### src/rtl/mdio_master.sv
module mdio_master #(
  parameter int PRE_LEN = 32
) (
  input  logic        clk,
  input  logic        rst_n,
  input  logic        reg_addr,
  input  logic        reg_we,
  input  logic [15:0] reg_wdata,
  output logic [15:0] reg_rdata,
  output logic        mdc,
  output logic        mdio_o,
  output logic        mdio_oe,
  input  logic        mdio_i
);
  localparam int TOTAL = PRE_LEN + 32;
  localparam int IW = $clog2(TOTAL + 1);
  localparam logic [IW-1:0] LAST_BIT = IW'(TOTAL - 1);
  localparam logic [IW-1:0] TA_BIT   = IW'(PRE_LEN + 14);
  localparam logic [IW-1:0] DAT_BIT  = IW'(PRE_LEN + 16);
  localparam logic [IW-1:0] HDR_BIT  = IW'(PRE_LEN);

  typedef enum logic [1:0] {S_IDLE, S_FRAME, S_KICK} st_t;

  st_t st;
  logic [4:0] phy_q, reg_q;
  logic [2:0] cr_q;
  logic wr_q, busy_q, kick_q, mdc_q;
  logic [15:0] data_q, rx;
  logic [5:0] cnt, half_q;
  logic [IW-1:0] bit_idx;
  logic [31:0] sh;

  function automatic logic [5:0] half_of(input logic [2:0] code);
    case (code)
      3'd0: half_of = 6'd8;
      3'd1: half_of = 6'd13;
      3'd2: half_of = 6'd21;
      3'd3: half_of = 6'd31;
      3'd4: half_of = 6'd51;
      default: half_of = 6'd62;
    endcase
  endfunction

  wire cmd_wr = reg_we && !reg_addr && !busy_q;
  wire dat_wr = reg_we && reg_addr && !busy_q;
  wire tick   = (cnt == half_q - 6'd1);

  assign reg_rdata = reg_addr ? data_q : {phy_q, reg_q, 1'b0, cr_q, wr_q, busy_q};
  assign mdc       = mdc_q;
  assign mdio_o    = (st == S_FRAME) && ((bit_idx < HDR_BIT) || sh[31]);
  assign mdio_oe   = (st == S_FRAME) && (wr_q || (bit_idx < TA_BIT));

  always_ff @(posedge clk or negedge rst_n) begin
    if (!rst_n) begin
      st <= S_IDLE;
      phy_q <= '0; reg_q <= '0; cr_q <= '0;
      wr_q <= 1'b0; busy_q <= 1'b0; kick_q <= 1'b0; mdc_q <= 1'b0;
      data_q <= '0; rx <= '0; cnt <= '0; half_q <= 6'd8;
      bit_idx <= '0; sh <= '0;
    end else begin
      case (st)
        S_IDLE: begin
          cnt <= '0;
          mdc_q <= 1'b0;
          if (busy_q) begin
            st <= S_FRAME;
            kick_q <= 1'b0;
            half_q <= half_of(cr_q);
            bit_idx <= '0;
            sh <= {2'b01, wr_q ? 2'b01 : 2'b10, phy_q, reg_q, 2'b10,
                   wr_q ? data_q : 16'h0000};
          end else if (kick_q) begin
            st <= S_KICK;
            kick_q <= 1'b0;
            half_q <= half_of(cr_q);
          end
        end
        S_FRAME: begin
          if (tick) begin
            cnt <= '0;
            if (!mdc_q) begin
              mdc_q <= 1'b1;
              if (!wr_q && bit_idx >= DAT_BIT) rx <= {rx[14:0], mdio_i};
            end else begin
              mdc_q <= 1'b0;
              if (bit_idx == LAST_BIT) begin
                st <= S_IDLE;
                busy_q <= 1'b0;
                if (!wr_q) data_q <= rx;
              end else begin
                bit_idx <= bit_idx + 1'b1;
                if (bit_idx >= HDR_BIT) sh <= {sh[30:0], 1'b0};
              end
            end
          end else begin
            cnt <= cnt + 6'd1;
          end
        end
        default: begin
          if (tick) begin
            cnt <= '0;
            mdc_q <= !mdc_q;
            if (mdc_q) st <= S_IDLE;
          end else begin
            cnt <= cnt + 6'd1;
          end
        end
      endcase
      if (cmd_wr) begin
        phy_q  <= reg_wdata[15:11];
        reg_q  <= reg_wdata[10:6];
        cr_q   <= reg_wdata[4:2];
        wr_q   <= reg_wdata[1];
        busy_q <= reg_wdata[0];
        if (!reg_wdata[0]) kick_q <= 1'b1;
      end
      if (dat_wr) data_q <= reg_wdata;
    end
  end
endmodule


### config.mk
export PLATFORM = sky130hd
export DESIGN_NAME = mdio_master
export DESIGN_NICKNAME = d
export VERILOG_FILES = /design/src/rtl/mdio_master.sv
export SDC_FILE = /design/constraint.sdc
export NUM_CORES = 1
export LEC_CHECK = 0
export ABC_AREA = 1
export BUFFER_PORTS_ARGS = -buffer_cell sky130_fd_sc_hd__buf_2
export CORE_UTILIZATION = 45
export CTS_CLUSTER_SIZE = 20
export DETAILED_ROUTE_END_ITERATION = 8
export PLACE_DENSITY = 0.61
export SLEW_MARGIN = 30
export SYNTH_ARGS = -nofsm -noshare
export SYNTH_HDL_FRONTEND = slang
export SYNTH_SLANG_ARGS = --single-unit
### constraint.sdc
create_clock -name clk -period 2.3 [get_ports clk]
set_clock_uncertainty 0.1 [all_clocks]
set_input_delay 0.115 -clock clk [delete_from_list [all_inputs] [get_ports clk]]
set_output_delay 0.115 -clock clk [all_outputs]
set_load 0.01 [all_outputs]
==> key figures, run 1 <==
Run status
  • Failing checks: design-rule violations
  • Run status: finished with violations

Final layout
  • Post-Layout Cell Count: 893
  • Fin nets: 769
  • Fill count: 1097
  • Layout cell share with drive strength beyond 1: 14.1%
  • FF/Latch Area: 2550 um2
  • Area occupied by multi-input gates: 2390 um2
  • Area Growth Syn to Fin: 15.4%
  • Ant diodes: 0
  • Design Area, Final: 6180 um2

Floorplanning
  • # rows: 39
  • Core Region: 11500 um2
  • Die Wd: 111 um
  • I/O pin count: 40
  • Initial core utilization: 46.5%
  • Die area: 12300 um2
  • Die Span Y: 111 um

Power and ir drop
  • Psw: 0.00129 W
  • Register share of total power: 47.3%
  • P_int: 0.00293 W
  • Leakage: 3.22 nW
  • VDD IR max: 0.000421 V
  • Gate power share: 17.2%
  • PwrDens: 682 nW/um2
  • Switching share of power: 30.6%
  • Clock network fraction of design power: 35.5%

Synthesis
  • Post-synthesis sequential area ratio: 47.7%
  • Multiplexer area fraction after synthesis: 0.210%
  • Post-synthesis simple-gate area fraction: 33.9%
  • Synth cell types: 38
  • Synth Cell Area: 5360 um2
  • Synthesis Warnings: 0
  • Syn_nets: 719
  • Yosys reg bits: 102
  • Largest family of logic cells by synthesized area: simple AND/OR/NAND/NOR gates
  • Complex-gate fraction of the synthesized area: 8.41%
  • Post-Syn Instances: 695
  • Post-synthesis xor/xnor area fraction: 0.817%
  • Post-Synth Adder-Cell Area: 0.701%
  • Mean post-synth cell area: 7.71 um2

Placement
  • DP Cell Count: 857
  • I/O Buffers: 39
  • Area post-placement: 5660 um2
  • HPWL after DPL: 8.48 mm
  • Gpl congestion: 0.827

Clock network
  • Clk Latency, worst-skew pair: 350 ps
  • Sink Count: 102
  • CTS Buf Count: 9
  • Root buf cell: clkbuf_16
  • TritonCTS clock tree: yes
  • Clk buf depth: 2
  • Clock-pin slew on the worst setup and hold paths: 70 ps
  • CTS H-tree depth: 3

Flow run
  • Max Cap Violations: 0

Timing
  • Fin crit share: 92.5%
  • Fmax: 470 MHz
  • Post-layout min period: 2130 ps
  • Hold Vio Cnt, Final: 0
  • Pins Over Slew Limit: 0
  • RSZ-0062 raised after global routing: false
  • # setup viols final: 0
  • Worst Tran Pin Value: 623 ps
  • Setup TNS: 0 ps
  • Max transition margin: 58.2%

Global routing
  • Total track usage: 21.5%
  • Largest net degree at the start of global routing: 47
  • First-pass GRT wire length: 21.1 mm
  • Vias in the first global route: 4339
  • Initial antenna violation count: 0
  • Grt ovf: 0

Hold path
  • Min-Delay Path Class: input pin to register

Worst setup path
  • Worst Setup End Kind: register
  • FF-to-FF setup slack: 170 ps
  • CP max FO: 15
  • Crit Path Class: register to register
  • Critical path arrival: 2320 ps
  • Startpoint types: register
  • WP data required: 2490 ps

Detailed routing
  • Routed Antenna Nets: 0
  • Wire length per cell: 14.1 um
  • Vias: 4627
  • 1st-iter DRT viols: 225
  • Pre-Repair DR Iteration Count: 7
  • Vias per inst: 5.18
  • Detailed Route WL: 12.5 mm
  • DRC: 2
critical path, stage by stage, from the launching register on:
cell     delay (ps)
dfrtp_1         390
inv_2           110
ha_1            230
inv_1            90
nand2_1          90
nand3_1          70
nand2_1         110
nand2_2          70
nor2_4          120
nand3_4         100
nand2_4         140
buf_4           230
nand4_1         110
nand2_1         100
final cells by class:
class | instances | share of cell area [%]
clock buffer | 10 | 3.86
clock inverter | 6 | 0.830
inverter | 60 | 3.64
multi-input combinational | 498 | 38.6
sequential | 102 | 41.3
tap | 143 | 2.89
timing repair buffer | 74 | 8.86
state kept, by name, summed over array words and instances, names as in the netlist:
register  flops
kick_q        1
cnt           6
cr_q          3
phy_q         5
busy_q        1
mdc           1
wr_q          1
st            2
sh           32
reg_q         5
data_q       16
rx           16
bit_idx       7
half_q        6
power groups by stage:
stage | Combinational, W | Sequential, W | Clock [W]
3_5_place_dp | 0.000696 | 0.00202 | 0
5_1_grt | 0.000819 | 0.00201 | 0.00162
4_1_cts | 0.000719 | 0.00199 | 0.00153
3_3_place_gp | 0.000673 | 0.00202 | 0
6_report | 0.000727 | 0.00199 | 0.00150
2_1_floorplan | 0.000505 | 0.00200 | 0
cells by family (layout without fill, tap and decap cells):
kind of cell,count (synthesis),in the layout
compound gates,84,84
xor+xnor,5,5
fa+ha+maj,3,3
buf+inv,96,150
flops,102,102
mux,1,1
simple gates,404,405
routing by layer:
layer	up-vias	track usage, %	share of wire, %	wire [um]
met5	-	0	0	0
met4	0	9.64	1.9	243
met3	16	3.01	4.2	529
met2	106	32.6	45	5590
met1	2157	30.8	49	6180
li1	2348	-	-	-
what timing repair did:
item	4_1_cts	5_1_grt
gates resized for setup	0	5
buffers inserted	0	2
setup endpoints to repair	0	39
hold buffers	17	0
hold endpoints to repair	92	0
cells in the final DEF (no fill, tap or decap), types with 2 or more instances in the layout:
cell type	count
dfrtp_1	101
nand3_4	3
a22o_1	5
xnor2_1	3
a22oi_1	2
nand2_1	256
nand2_2	7
nand4_1	33
nand3_1	49
dlygate4sd3_1	17
a21oi_1	15
nor2_1	36
or2_2	4
o21ai_1	8
xor2_1	2
buf_4	15
inv_1	56
nor2_2	4
inv_2	4
buf_12	3
clkbuf_16	9
ha_1	3
o21ai_0	51
buf_2	38
nor3b_1	2
inv_6	4
nor2_4	3
Yosys cell counts:
master	number	share of area, %
nand2_1	257	18
dfrtp_1	101	47
inv_1	56	3.9
o21ai_0	51	4.8
nand3_1	49	4.6
nor2_1	36	2.5
nand4_1	33	3.9
a21oi_1	15	1.4
clkbuf_1	13	0.91
buf_2	8	0.75
buf_6	8	1.7
o21ai_1	8	0.75
nand2_2	6	0.70
a22o_1	5	0.82
buf_4	4	0.56
inv_2	4	0.28
nor2_2	4	0.47
or2_2	4	0.47
buf_1	3	0.21
ha_1	3	0.70
nor2_4	3	0.63
xnor2_1	3	0.49
a22oi_1	2	0.28
nand2_4	2	0.42
nand3_4	2	0.65
nor3b_1	2	0.28
xor2_1	2	0.33
a31oi_1	1	0.12
dfstp_2	1	0.49
mux2_2	1	0.21
nand3_2	1	0.19
nand3b_1	1	0.14
nand4_4	1	0.40
nor3_1	1	0.093
nor3_2	1	0.19
nor3_4	1	0.30
o22ai_1	1	0.12
o41ai_1	1	0.16
metrics by stage:
step                util (%)  hold WS [ps]  setup slack (ps)  total power [W]
CTS                     53.1          11.3              90.7          0.00425
detailed placement      49.1         -21.6               106          0.00272
floorplan                  -          -281               405          0.00251
global route            53.7          32.9              9.91          0.00445
global placement        49.1         -21.8               157          0.00269
finish                  53.7          22.4               172          0.00422
final timing paths:
| kind | to | start | depth (start not counted) |
|---|---|---|---|
| min in group asynchronous | bit_idx[2] | rst_n | 2 |
| worst min register to register | sh[29] | sh[29] | 2 |
| worst max-delay path | sh[3] | half_q[0] | 13 |
| worst min-delay path | data_q[5] | reg_wdata[5] | 4 |
| worst max register to register | sh[3] | half_q[0] | 13 |
| max in group asynchronous | phy_q[1] | rst_n | 3 |
No activity file was read; power rests on OpenSTA's default activity.
==> run 2, diff against run 1 <==
clock period = 2.4 ns   (was 2.3 ns; I/O delays follow)
==> run 2 against run 1 <==
Compared with the run above:
- the flow still finishes with violations (design-rule violations)
- flip-flop and latch count did not move
- via count up 0.32%
- register-to-register slack better by 20 ps
- critical endpoint is now sh[28]
- largest cell class unchanged
- highest routed layer unchanged
==> key figures, run 2 (synthesis gave the netlist of run 1 again) <==
Timing
  • RSZ-0062 raised after global routing: false
  • Post-layout min period: 2210 ps
  • Setup TNS: 0 ps
  • Max transition margin: 59.0%
  • Pins Over Slew Limit: 0
  • # setup viols final: 0
  • Fin crit share: 92.1%
  • Fmax: 453 MHz
  • Worst Tran Pin Value: 611 ps
  • Hold Vio Cnt, Final: 0

Detailed routing
  • Routed Antenna Nets: 0
  • Vias per inst: 5.22
  • Vias: 4642
  • Detailed Route WL: 12.8 mm
  • 1st-iter DRT viols: 277
  • Wire length per cell: 14.4 um
  • DRC: 2
  • Pre-Repair DR Iteration Count: 7

Global routing
  • Largest net degree at the start of global routing: 74
  • Initial antenna violation count: 0
  • Vias in the first global route: 4161
  • Grt ovf: 0
  • First-pass GRT wire length: 21.1 mm
  • Total track usage: 21.5%

Floorplanning
  • Die area: 12300 um2
  • I/O pin count: 40
  • Die Span Y: 111 um
  • Initial core utilization: 46.5%
  • # rows: 39
  • Core Region: 11500 um2
  • Die Wd: 111 um

Worst setup path
  • FF-to-FF setup slack: 190 ps
  • Startpoint types: register
  • Setup crit start: bit_idx[0]
  • Crit Reg-Reg Startpoint: bit_idx[0]
  • CP max FO: 32
  • WP data required: 2580 ps
  • Crit Path Class: register to register
  • Critical path arrival: 2390 ps
  • Worst Setup End Kind: register

Clock network
  • CTS H-tree depth: 3
  • Root buf cell: clkbuf_16
  • Sink Count: 102
  • TritonCTS clock tree: yes
  • Clk buf depth: 2
  • Clk Latency, worst-skew pair: 350 ps
  • Clock-pin slew on the worst setup and hold paths: 70 ps
  • CTS Buf Count: 9

Final layout
  • Ant diodes: 0
  • Largest register FFs: 32
  • Most common cell after layout, fill and taps aside: nand2_1
  • Most frequent cells in the layout: nand2_1, dfrtp_1, inv_1, o21ai_0, nand3_1
  • Biggest register: sh
  • Fill count: 1128
  • Area occupied by multi-input gates: 2410 um2
  • Largest regs: sh x32, data_q x16, rx x16
  • Layout cell share with drive strength beyond 1: 13.8%
  • Area Growth Syn to Fin: 15.6%
  • Fin nets: 767
  • FF/Latch Area: 2550 um2
  • Post-Layout Cell Count: 890
  • Design Area, Final: 6200 um2

Run status
  • Failing checks: design-rule violations
  • Run status: finished with violations

Placement
  • DP Cell Count: 852
  • Area post-placement: 5610 um2
  • Gpl congestion: 0.826
  • I/O Buffers: 39
  • HPWL after DPL: 8.28 mm

Power and ir drop
  • VDD IR max: 0.000374 V
  • Leakage: 3.21 nW
  • PwrDens: 677 nW/um2

Hold path
  • Min-Delay Path Class: input pin to register
  • HP Start: reg_wdata[5]

Flow run
  • Max Cap Violations: 0
run 2: area by class of cell:
cell class	instances	area share, %
Tap cell	143	2.89
Clock buffer	10	3.86
Clock inverter	5	1.35
Multi-Input combinational cell	499	38.8
Timing Repair Buffer	71	8.22
Inverter	60	3.63
Sequential cell	102	41.2
run 2: path summary, 6_finish.rpt:
kind | end | cells after the start
min reg2reg | sh[29] | 2
max reg2reg | sh[28] | 11
max in group asynchronous | sh[2] | 3
max | sh[28] | 11
min | data_q[5] | 4
min in group asynchronous | bit_idx[2] | 2
run 2: worst max-delay path: stages, from the launching register on:
cell	delay, ps
dfrtp_1	410
ha_1	230
nand2_1	120
nor2_2	60
nand2_2	90
nor2_2	40
nand2_2	100
nand2_1	90
nor3_4	340
buf_6	320
nand4_1	140
nand2_1	110
run 2: what timing repair did:
item,4_1_cts,5_1_grt
pin swaps,1,2
resized for setup,0,5
setup endpoints to repair,1,54
cloned,0,2
hold endpoints to repair,46,0
buffers inserted,0,4
hold buffers,17,0
run 2: report_power, final:
part           switching, W  leakage (nW)  internal, W
combinational      0.000464          1.70     0.000239
clock              0.000644         0.151     0.000938
sequential        0.0000929          1.36      0.00182
total               0.00120          3.21      0.00299
run 2: per-layer routing:
| metal | up-vias | global-route usage [%] | share of wire, % |
|---|---|---|---|
| li1 | 2335 | - | - |
| met5 | - | 0 | 0 |
| met2 | 106 | 31.7 | 45 |
| met3 | 17 | 2.79 | 3.8 |
| met4 | 0 | 8.74 | 2.0 |
| met1 | 2184 | 31.9 | 49 |
run 2: stage by stage:
step / util (%) / hold WS [ps] / total power [W] / setup slack [ps]
6_report: 53.8 / 43.0 / 0.00420 / 190
4_1_cts: 53.0 / 24.7 / 0.00421 / 7.55
3_3_place_gp: 48.7 / -22.0 / 0.00258 / 107
2_1_floorplan: - / -276 / 0.00240 / 505
3_5_place_dp: 48.7 / -18.8 / 0.00260 / 47.5
5_1_grt: 53.8 / 52.7 / 0.00439 / 4.74
==> run 3, diff against run 2 <==
MAX_ROUTING_LAYER = met4   (was unset)
PLACE_DENSITY = 0.6   (was 0.61)
SLEW_MARGIN = 10   (was 30)
==> run 3 against run 2 <==
Compared with the run above:
- the run now ends clean
- critical path type unchanged
- clock power increased by 3%
- highest routed layer unchanged
- largest cell class unchanged
- total power increased by 0.59%
- sequential share of layout area increased by 0.16 points
- wire length decreased by 1.3%
==> key figures, run 3 (synthesis gave the netlist of run 1 again) <==
Power and ir drop
  • Register share of total power: 45.2%
  • Switching share of power: 28.8%
  • PwrDens: 684 nW/um2
  • P_int: 0.00301 W
  • Gate power share: 16.3%
  • Clock network fraction of design power: 38.4%
  • Psw: 0.00121 W
  • VDD IR max: 0.000448 V
  • Leakage: 3.21 nW

Timing
  • Hold Vio Cnt, Final: 0
  • Worst Hold Margin: 48.2 ps
  • Fmax: 454 MHz
  • # setup viols final: 0
  • Setup TNS: 0 ps
  • Max transition margin: 59.6%
  • RSZ-0062 raised after global routing: false
  • Fin crit share: 91.9%
  • Pins Over Slew Limit: 0
  • Worst Tran Pin Value: 602 ps
  • Post-layout min period: 2200 ps

Clock network
  • Sink Count: 102
  • Post-CTS setup buffer count: 0
  • Clk buf depth: 2
  • Clk Latency, worst-skew pair: 360 ps
  • TritonCTS clock tree: yes
  • CTS H-tree depth: 3
  • CTS Buf Count: 9
  • Clock-pin slew on the worst setup and hold paths: 70 ps
  • Root buf cell: clkbuf_16

Final layout
  • Most frequent cells in the layout: nand2_1, dfrtp_1, inv_1, o21ai_0, nand3_1
  • Area Growth Syn to Fin: 15.2%
  • Area occupied by multi-input gates: 2400 um2
  • Largest register FFs: 32
  • Fin nets: 765
  • Layout cell share with drive strength beyond 1: 13.7%
  • Largest regs: sh x32, data_q x16, rx x16
  • FF/Latch Area: 2550 um2
  • Biggest register: sh
  • Post-Layout Cell Count: 889
  • Ant diodes: 0
  • Most common cell after layout, fill and taps aside: nand2_1
  • Fill count: 1089

Placement
  • HPWL after DPL: 8.54 mm
  • Gpl congestion: 0.834
  • DP Cell Count: 855
  • I/O Buffers: 39

Floorplanning
  • Core Region: 11500 um2
  • Die Wd: 111 um
  • I/O pin count: 40
  • Die Span Y: 111 um
  • Die area: 12300 um2
  • # rows: 39
  • Initial core utilization: 46.5%

Global routing
  • Largest net degree at the start of global routing: 42
  • Initial antenna violation count: 0
  • First-pass GRT wire length: 21.5 mm
  • Grt ovf: 0
  • Total track usage: 22.5%
  • Vias in the first global route: 4298

Detailed routing
  • Wire length per cell: 14.2 um
  • DRC: 0
  • Vias per inst: 5.12
  • Detailed Route WL: 12.6 mm
  • Vias: 4553
  • Routed Antenna Nets: 0
  • 1st-iter DRT viols: 254
  • Pre-Repair DR Iteration Count: 5

Hold path
  • WHS Path Cells: 4
  • Min-Delay Path Class: input pin to register

Worst setup path
  • WP data required: 2540 ps
  • Startpoint types: register
  • CP max FO: 20
  • Worst Path Buf+Inv: 1
  • Worst Setup End Kind: register
  • Critical Path Max Stage Delay: 390 ps
  • Crit Path Class: register to register
  • CP max-delay cell: dfrtp_1
  • CP cell instances: inv_2 > ha_1 > xnor2_1 > nor2_1 > nand2_2 > nor2_4 > nand3_4 > nand2_8 > nand3_4 > nand2_1 > nand2_1
  • CP Depth: 11
  • Reg2reg path depth: 11
  • Family with the most delay on the worst path: simple AND/OR/NAND/NOR gates
  • Critical path arrival: 2340 ps

Run status
  • Run status: complete, no violations

Flow run
  • Max Cap Violations: 0
-- run 3: stage by stage --
stage	total power, W	worst slack [ps]	cell area (um2)	utilization, %
after global placement	0.00258	124	5630	48.9
after floorplan	0.00240	505	5360	-
after detailed placement	0.00260	50.4	5630	48.9
after global routing	0.00444	2.40	6170	53.6
after CTS	0.00424	9.61	6130	53.3
final	0.00422	196	6170	53.6
-- run 3: worst reg2reg max path, stage by stage, from the launching register on --
cell	delay, ps
dfrtp_1	390
inv_2	110
ha_1	260
xnor2_1	130
nor2_1	150
nand2_2	90
nor2_4	130
nand3_4	120
nand2_8	170
nand3_4	220
nand2_1	150
nand2_1	70
-- run 3: final timing paths --
path | start | to | slack (ps)
worst max-delay path | half_q[0] | sh[7] | 200
worst min register to register | sh[16] | sh[16] | 370
max in group asynchronous | rst_n | sh[12] | 1310
min in group asynchronous | rst_n | bit_idx[1] | 170
worst max register to register | half_q[0] | sh[7] | 200
worst min-delay path | reg_wdata[5] | data_q[5] | 50
-- run 3: layout make-up --
| cell class | count | share of cell area, % |
|---|---|---|
| Multi-Input combinational cell | 498 | 38.8 |
| Timing Repair Buffer | 70 | 7.87 |
| Inverter | 60 | 3.65 |
| Clock buffer | 10 | 3.87 |
| Tap cell | 143 | 2.90 |
| Sequential cell | 102 | 41.4 |
| Clock inverter | 6 | 1.52 |
-- run 3: per-layer routing --
metal | share of wire (%) | global-route usage, % | up-vias | wire [um]
met4 | 0.96 | 6.49 | 0 | 121
met1 | 49 | 31.0 | 2127 | 6180
met3 | 4.1 | 3.99 | 12 | 521
met5 | 0 | - | - | 0
met2 | 46 | 34.2 | 76 | 5810
li1 | - | - | 2338 | -
-- run 3: power groups by stage --
stage / clock [W] / combinational, W / sequential (W)
finish: 0.00162 / 0.000689 / 0.00191
global route: 0.00173 / 0.000786 / 0.00193
CTS: 0.00165 / 0.000681 / 0.00191
detailed placement: 0 / 0.000657 / 0.00194
global placement: 0 / 0.000639 / 0.00194
floorplan: 0 / 0.000484 / 0.00192
-- run 3: what timing repair did --
| action | CTS | global route |
|---|---|---|
| endpoints found under the hold margin | 53 | 0 |
| gates resized for setup | 0 | 4 |
| endpoints found under the setup margin | 0 | 46 |
| hold buffers | 17 | 0 |
